## src/rtl/pcm_rx_pkg.sv

```systemverilog
package pcm_rx_pkg;

  // Append one serial bit at the LSB end; the first bit ends at the MSB.
  function automatic logic [7:0] shift_in(input logic [7:0] cur, input logic b);
    return {cur[6:0], b};
  endfunction

  // Next value of a down-counter that reloads on a load request.
  function automatic int unsigned tmr_next(input int unsigned cur,
                                           input logic load,
                                           input int unsigned reload);
    if (load) return reload;
    if (cur != 0) return cur - 1;
    return 0;
  endfunction

endpackage

```

## src/rtl/pcm_rx_edge.sv

```systemverilog
module pcm_rx_edge #(
  parameter int SYNC_STAGES = 2
) (
  input  logic clk,
  input  logic rst_n,
  input  logic rx_bclk,
  input  logic tx_bclk,
  input  logic sync_mode,
  input  logic fsync,
  input  logic sdata,
  output logic bit_fall,
  output logic sync_lvl,
  output logic sync_rise,
  output logic data_bit
);
  localparam int NS = SYNC_STAGES;
  localparam int CK = 2;
  localparam int FS = 1;
  localparam int SD = 0;

  logic       bclk_sel;
  logic [2:0] raw;
  logic [NS:0][2:0] stg;

  assign bclk_sel = sync_mode ? tx_bclk : rx_bclk;
  assign raw      = {bclk_sel, fsync, sdata};

  always_ff @(posedge clk) begin
    if (!rst_n) begin
      stg <= '0;
    end else begin
      stg[0] <= raw;
      for (int i = 1; i <= NS; i++) stg[i] <= stg[i-1];
    end
  end

  assign bit_fall  = stg[NS][CK] & ~stg[NS-1][CK];
  assign sync_rise = stg[NS-1][FS] & ~stg[NS][FS];
  assign sync_lvl  = stg[NS-1][FS];
  assign data_bit  = stg[NS-1][SD];
endmodule

```

## src/rtl/pcm_rx_shift.sv

```systemverilog
module pcm_rx_shift
  import pcm_rx_pkg::*;
#(
  parameter int WORD_BITS = 8
) (
  input  logic       clk,
  input  logic       rst_n,
  input  logic       long_mode,
  input  logic       bit_fall,
  input  logic       sync_lvl,
  input  logic       sync_rise,
  input  logic       data_bit,
  output logic [7:0] word_out,
  output logic       word_valid,
  output logic       frame_start
);
  localparam int CW = $clog2(WORD_BITS + 1);
  localparam logic [CW-1:0] LAST = CW'(WORD_BITS - 1);

  logic          active;
  logic [CW-1:0] cnt;
  logic [7:0]    sreg;
  logic [7:0]    nxt;

  assign frame_start = long_mode ? sync_rise : (bit_fall & sync_lvl);
  assign nxt         = shift_in(sreg, data_bit);

  always_ff @(posedge clk) begin
    if (!rst_n) begin
      active     <= 1'b0;
      cnt        <= '0;
      sreg       <= '0;
      word_out   <= '0;
      word_valid <= 1'b0;
    end else begin
      word_valid <= 1'b0;
      if (frame_start) begin
        active <= 1'b1;
        cnt    <= '0;
        sreg   <= '0;
      end else if (bit_fall && active) begin
        sreg <= nxt;
        cnt  <= cnt + 1'b1;
        if (cnt == LAST) begin
          word_out   <= nxt;
          word_valid <= 1'b1;
          active     <= 1'b0;
        end
      end
    end
  end
endmodule

```

## src/rtl/pcm_rx_upd_timer.sv

```systemverilog
module pcm_rx_upd_timer
  import pcm_rx_pkg::*;
#(
  parameter int UPD_CYCLES = 20
) (
  input  logic clk,
  input  logic rst_n,
  input  logic load,
  output logic update_stb,
  output logic [$clog2(UPD_CYCLES+1)-1:0] tmr
);
  localparam int TW = $clog2(UPD_CYCLES + 1);

  always_ff @(posedge clk) begin
    if (!rst_n) tmr <= '0;
    else        tmr <= TW'(tmr_next(32'(tmr), load, UPD_CYCLES));
  end

  assign update_stb = (tmr == TW'(1));
endmodule

```

## src/rtl/pcm_rx_deser.sv

```systemverilog
module pcm_rx_deser #(
  parameter int UPD_CYCLES  = 20,
  parameter int SYNC_STAGES = 2
) (
  input  logic       clk,
  input  logic       rst_n,
  input  logic       rx_bclk,
  input  logic       tx_bclk,
  input  logic       sync_mode,
  input  logic       long_mode,
  input  logic       fsync,
  input  logic       sdata,
  output logic [7:0] word_out,
  output logic       word_valid,
  output logic       update_stb
);
  localparam int TW = $clog2(UPD_CYCLES + 1);

  logic          bit_fall_w;
  logic          sync_lvl_w;
  logic          sync_rise_w;
  logic          data_bit_w;
  logic          frame_start_w;
  logic [TW-1:0] tmr_w;

  pcm_rx_edge #(.SYNC_STAGES(SYNC_STAGES)) u_edge (
    .clk(clk), .rst_n(rst_n), .rx_bclk(rx_bclk), .tx_bclk(tx_bclk),
    .sync_mode(sync_mode), .fsync(fsync), .sdata(sdata),
    .bit_fall(bit_fall_w), .sync_lvl(sync_lvl_w),
    .sync_rise(sync_rise_w), .data_bit(data_bit_w)
  );

  pcm_rx_shift #(.WORD_BITS(8)) u_shift (
    .clk(clk), .rst_n(rst_n), .long_mode(long_mode),
    .bit_fall(bit_fall_w), .sync_lvl(sync_lvl_w),
    .sync_rise(sync_rise_w), .data_bit(data_bit_w),
    .word_out(word_out), .word_valid(word_valid),
    .frame_start(frame_start_w)
  );

  pcm_rx_upd_timer #(.UPD_CYCLES(UPD_CYCLES)) u_tmr (
    .clk(clk), .rst_n(rst_n), .load(word_valid),
    .update_stb(update_stb), .tmr(tmr_w)
  );
endmodule

```

## config.mk

```make
export PLATFORM = sky130hd
export DESIGN_NAME = pcm_rx_deser
export DESIGN_NICKNAME = d
export VERILOG_FILES = /design/src/rtl/pcm_rx_pkg.sv /design/src/rtl/pcm_rx_edge.sv /design/src/rtl/pcm_rx_shift.sv /design/src/rtl/pcm_rx_upd_timer.sv /design/src/rtl/pcm_rx_deser.sv
export SDC_FILE = /design/constraint.sdc
export NUM_CORES = 1
export LEC_CHECK = 0
export BUFFER_PORTS_ARGS = -buffer_cell sky130_fd_sc_hd__buf_2
export CORE_UTILIZATION = 55
export DETAILED_ROUTE_END_ITERATION = 16
export GPL_TIMING_DRIVEN = 0
export PLACE_DENSITY = 0.88
export SLEW_MARGIN = 0
export SYNTH_ARGS = -nofsm -noshare
export SYNTH_HDL_FRONTEND = slang
export SYNTH_SLANG_ARGS = --single-unit
```

## constraint.sdc

```tcl
create_clock -name clk -period 1.55 [get_ports clk]
set_input_delay 0.155 -clock clk [delete_from_list [all_inputs] [get_ports clk]]
set_output_delay 0.155 -clock clk [all_outputs]
set_load 0.05 [all_outputs]
```

* Word-level counts from Yosys, hierarchy flattened
Index checks and enable logic that the tools add are counted.
Widths: inputs -> output; s select.
** Word-level totals
- Output and inout port bits :: 10
- Register bits after elaboration :: 35
** Cells by class
- Mux-type cells :: 15
- Add/subtract/negate cells :: 2
- Reduce and logical (&&, ||, !) cells :: 8
- Eq/ne operators :: 2
- Bitwise operators :: 8
** Operator list (number)
- $mux 5 :: 4
- $mux 1 :: 11
- $eq 5x1->1 const B :: 1
- $not 1->1 :: 5
- $reduce_bool 5->1 :: 1
- $sub 5x1->5 const B :: 1
- $add 4x1->4 const B :: 1
- $eq 4x3->1 const B :: 1
- $reduce_bool 2->1 :: 2
- $and 1x1->1 :: 3
- $reduce_and 3->1 :: 1
- $reduce_or 3->1 :: 1
- $reduce_and 2->1 :: 1
- $reduce_or 2->1 :: 1
- $logic_and 1x1->1 :: 1

* Longest topological paths before layout
- Depth in word-level cells :: 6
- Depth in mapped cells :: 5
- Mapped depth without buffers :: 5

* Cells and area by module
Synthesis repeated with hierarchy kept, for this count alone.
** Second synthesis, totals
- Cells, all modules :: 138
- Area total of the unflattened synthesis :: 1310.0 um^2
** By module, submodules not included
- pcm_rx_shift :: cells each 95, area each 855.8 um^2, instances 1, seq. area each 420.4 um^2
- pcm_rx_edge :: cells each 19, area each 232.7 um^2, instances 1, seq. area each 160.2 um^2
- pcm_rx_upd_timer :: cells each 24, area each 221.5 um^2, instances 1, seq. area each 100.1 um^2

* Worst setup path before layout
No wires, ideal clock.
- Kind :: register to register
- From :: register u_shift.cnt[0]
- To :: register u_shift.word_out[0]
- Data arrival time :: 1349 ps
- Cell stages (with the launch flop) :: 5
- Setup slack :: 129 ps
- Path buffers :: 0
- Library setup time :: 72 ps
- Required time :: 1478 ps
- Cells stage by stage :: dfxtp_1 ha_1 nand2_1 a2111oi_4 mux2i_1
** Between the ends
- Cells in the longest elaborated chain, start to end :: 2
** RTL lines
- from (decl) :: line pcm_rx_shift.sv:21 : logic [CW-1:0] cnt;
- from (signal assigned) :: line pcm_rx_shift.sv:43 : cnt <= cnt + 1'b1;
- $eq 4x3->1 :: line pcm_rx_shift.sv:44 : if (cnt == LAST) begin
- $reduce_and 3->1 (no line)
- to (signal assigned) :: line pcm_rx_shift.sv:45 : word_out <= nxt;
- to (decl) :: line pcm_rx_shift.sv:13 : output logic [7:0] word_out,
Every way passes these cells.
A chain may end at the register's enable or synchronous reset.

* Final worst setup path
- From :: register u_tmr.tmr[3]
- To :: output port update_stb
** Between the ends
- Cells in the longest elaborated chain, start to end :: 1
** RTL lines
- from (decl) :: line pcm_rx_upd_timer.sv:10 : output logic [$clog2(UPD_CYCLES+1)-1:0] tmr
- from (signal assigned) :: line pcm_rx_upd_timer.sv:16 : else tmr <= TW'(tmr_next(32'(tmr), load, UPD_CYCLES));
- $eq 5x1->1 :: line pcm_rx_upd_timer.sv:19 : assign update_stb = (tmr == TW'(1));
- to (decl) :: line pcm_rx_deser.sv:15 : output logic update_stb
Every way passes these cells.

==> results.toml <==
[run_status]
outcome = "finished clean"

[clocking]
hold_buffers = 0
numCtsBuffers = 5
clockBufferDepth = 2
cts_tree = "done"
clk_pin_slew_ps = 100
h-tree-depth = 2
clock_latency_ps = 340
clock_sinks = 34
clockRootBuffer = "clkbuf_4"

[sta]
rsz0062_at_grt = "no"
clock.fmax_ghz = 0.684
final.setup.worst_slack_ps = 88.4
setup_viol = 0
finalCriticalPeriod_ps = 1460
fin_crit_sh = 0.943
fin_skew_ps = 13.6
relSlewSlack = 0.684
hold_viol_final = 0
worst_slew_pin_slew_ps = 474
drv_slew = 0

[worst_hold_path]
hold_path_class = "in -> reg"

[floorplanning]
ioPinCount = 18
die_area_um2 = 2600
rows = 17
core_um2 = 2230
die_h_um = 51.0
die_w_um = 51.0
initial_utilization = 0.591

[synthesis]
synth_seq_cells = 34
synth_xor_area_frac = 0.0199
ys_seq_area_frac = 0.516
synth_top_family_by_area = "simple AND/OR/NAND/NOR gates"
synthCells = 130
yosys_warnings = 0
avgSynthCellArea_um2 = 10.2
yosysUniqueCellTypes = 26
synthSimpleGateAreaFrac = 0.203
synth-adder-area-share = 0.0284
syn_nets = 141
syn_area_um2 = 1320
synth_compound_area_frac = 0.0749
muxShareOfSynthArea = 0.129

[detailed_routing]
drt_pass1_iterations = 4
drt_iter0_drc = 10
wl_per_cell_um = 12.9
drc_errors = 0
ant_nets = 0
routed_wl_um = 2360
vias = 987
viasPerCell = 5.39

[layout]
final_layout_size_suffix_gt1_frac = 0.194
final_common_cell = "dfxtp_1"
areaGrowthSynthToFinish_pct = 15.4
diodes = 0
fill_cells = 183
final_cell_mix = "dfxtp_1 (33), nand2_1 (18), buf_2 (17), mux2i_1 (17), nor3_1 (12)"
nets = 165
postLayoutCoreUtil = 0.682

[global_route]
track_usage = 0.221
grt_pass1_wl_um = 4080
use_met1 = 0.237
antenna_found_initial = 0
grt_use_met3 = 0.0952
grt_max_degree = 11
top_usage_layer = "met2"
grt_pass1_vias = 934
grt-ovfl-total = 0
grt_util_met2 = 0.371

[placement]
pre_cts_ws_ps = -138
dp_hpwl_um = 1720
globalplace.congestion = 0.751
numPortBuffers = 16

[critical_path]
required_ps = 1390
cp-end-kind = "output port"
cp-start-kind = "flop"
crit_fanout = 4
worstSetupPathType = "reg -> out"
cp.arrival_ps = 1310

[pwr]
p_total_w = 0.00173
vdd_drop_max_mv = 0.812
leakagePower_nw = 0.678
powerDensity_nw_per_um2 = 1130

[job]
cap_violations = 0
[critical path, cell delays in order (launching register included)]
cell and delay [ps]:
dfxtp_1 360, nor3_2 220, and2_1 140, buf_2 250
[Yosys cell counts, drive strengths merged]
library cell | number | area (µm²)
dfxtp | 34 | 681
nand2 | 18 | 67.6
mux2i | 17 | 170
nor3 | 13 | 65.1
and2 | 8 | 50.1
nor2 | 5 | 18.8
clkbuf | 4 | 15.0
inv | 4 | 15.0
ha | 3 | 37.5
o21a | 3 | 22.5
or3 | 3 | 18.8
a21oi | 2 | 10.0
buf | 2 | 8.75
o31a | 2 | 17.5
xor2 | 2 | 17.5
a2111oi | 1 | 27.5
a211o | 1 | 8.76
a211oi | 1 | 7.51
nand3 | 1 | 5.00
nand3b | 1 | 20.0
nand4b | 1 | 8.76
nor2b | 1 | 6.26
nor3b | 1 | 7.51
o21ai | 1 | 5.00
xnor2 | 1 | 8.76
[logic make-up (layout without fill, tap and decap cells)]
logic type / count (synthesis) / in the layout
AND/OR/NAND/NOR: 52 / 52
AO/OA/AOI/OAI: 11 / 11
adder cells (fa/ha/maj): 3 / 3
multiplexers: 17 / 17
buffers and inverters: 10 / 35
flip-flops: 34 / 34
XOR/XNOR: 3 / 3
[flip-flops by register name, indices dropped and copies added, names as in the netlist]
signal	cells
u_edge.data_bit	1
u_edge.stg	6
u_edge.sync_lvl	1
u_shift.active	1
u_shift.cnt	4
u_shift.sreg	7
u_shift.word_out	8
u_shift.word_valid	1
u_tmr.tmr	5
[report_power, final]
| part | switching (W) | total, W | internal (W) |
|---|---|---|---|
| clock network | 0.000281 | 0.000500 | 0.000220 |
| registers | 0.0000412 | 0.000959 | 0.000918 |
| logic | 0.000160 | 0.000266 | 0.000106 |
| total | 0.000483 | 0.00173 | 0.00124 |
[cell type report]
cell class                      instances  area [µm²]  share of cell area
Sequential cell                        34         682               0.448
Multi-Input combinational cell         86         606               0.398
Timing Repair Buffer                   17         100              0.0657
Clock buffer                            7        55.1              0.0362
Tap cell                               28        35.0              0.0230
Buffer                                  6        25.0              0.0164
Inverter                                4        15.0             0.00986
Clock inverter                          1        5.00             0.00329
[worst paths after layout]
check,startpoint,endpoint,slack [ps],depth (start not counted)
min,sdata,u_edge.stg[0],20,2
max reg2reg,u_shift.active,u_shift.word_out[4],150,4
max,u_tmr.tmr[3],update_stb,90,3
min reg2reg,u_edge.stg[1],u_edge.sync_lvl,440,1
[metrics by stage]
step                      cell area, µm²  hold slack, ps  std cells  setup TNS, ps
after floorplan                     1320             282        130              0
after global placement              1440             363        174           -103
after detailed placement            1440             367        174           -785
after CTS                           1520            18.8        183              0
after global routing                1520            12.8        183              0
final                               1520            21.4        183              0
[what timing repair did]
action | in CTS | in global routing
pin swaps | 1 | 1
setup endpoints to repair | 8 | 19
setup buffers | 1 | 0
endpoints found under the hold margin | 0 | 0
gates resized for setup | 0 | 4
[per-layer routing]
layer,part of all wire,up-vias
met5,0,-
met4,0.018,0
met3,0.042,7
met2,0.51,21
met1,0.42,463
li1,-,496
(Power assumes the default switching activity.)
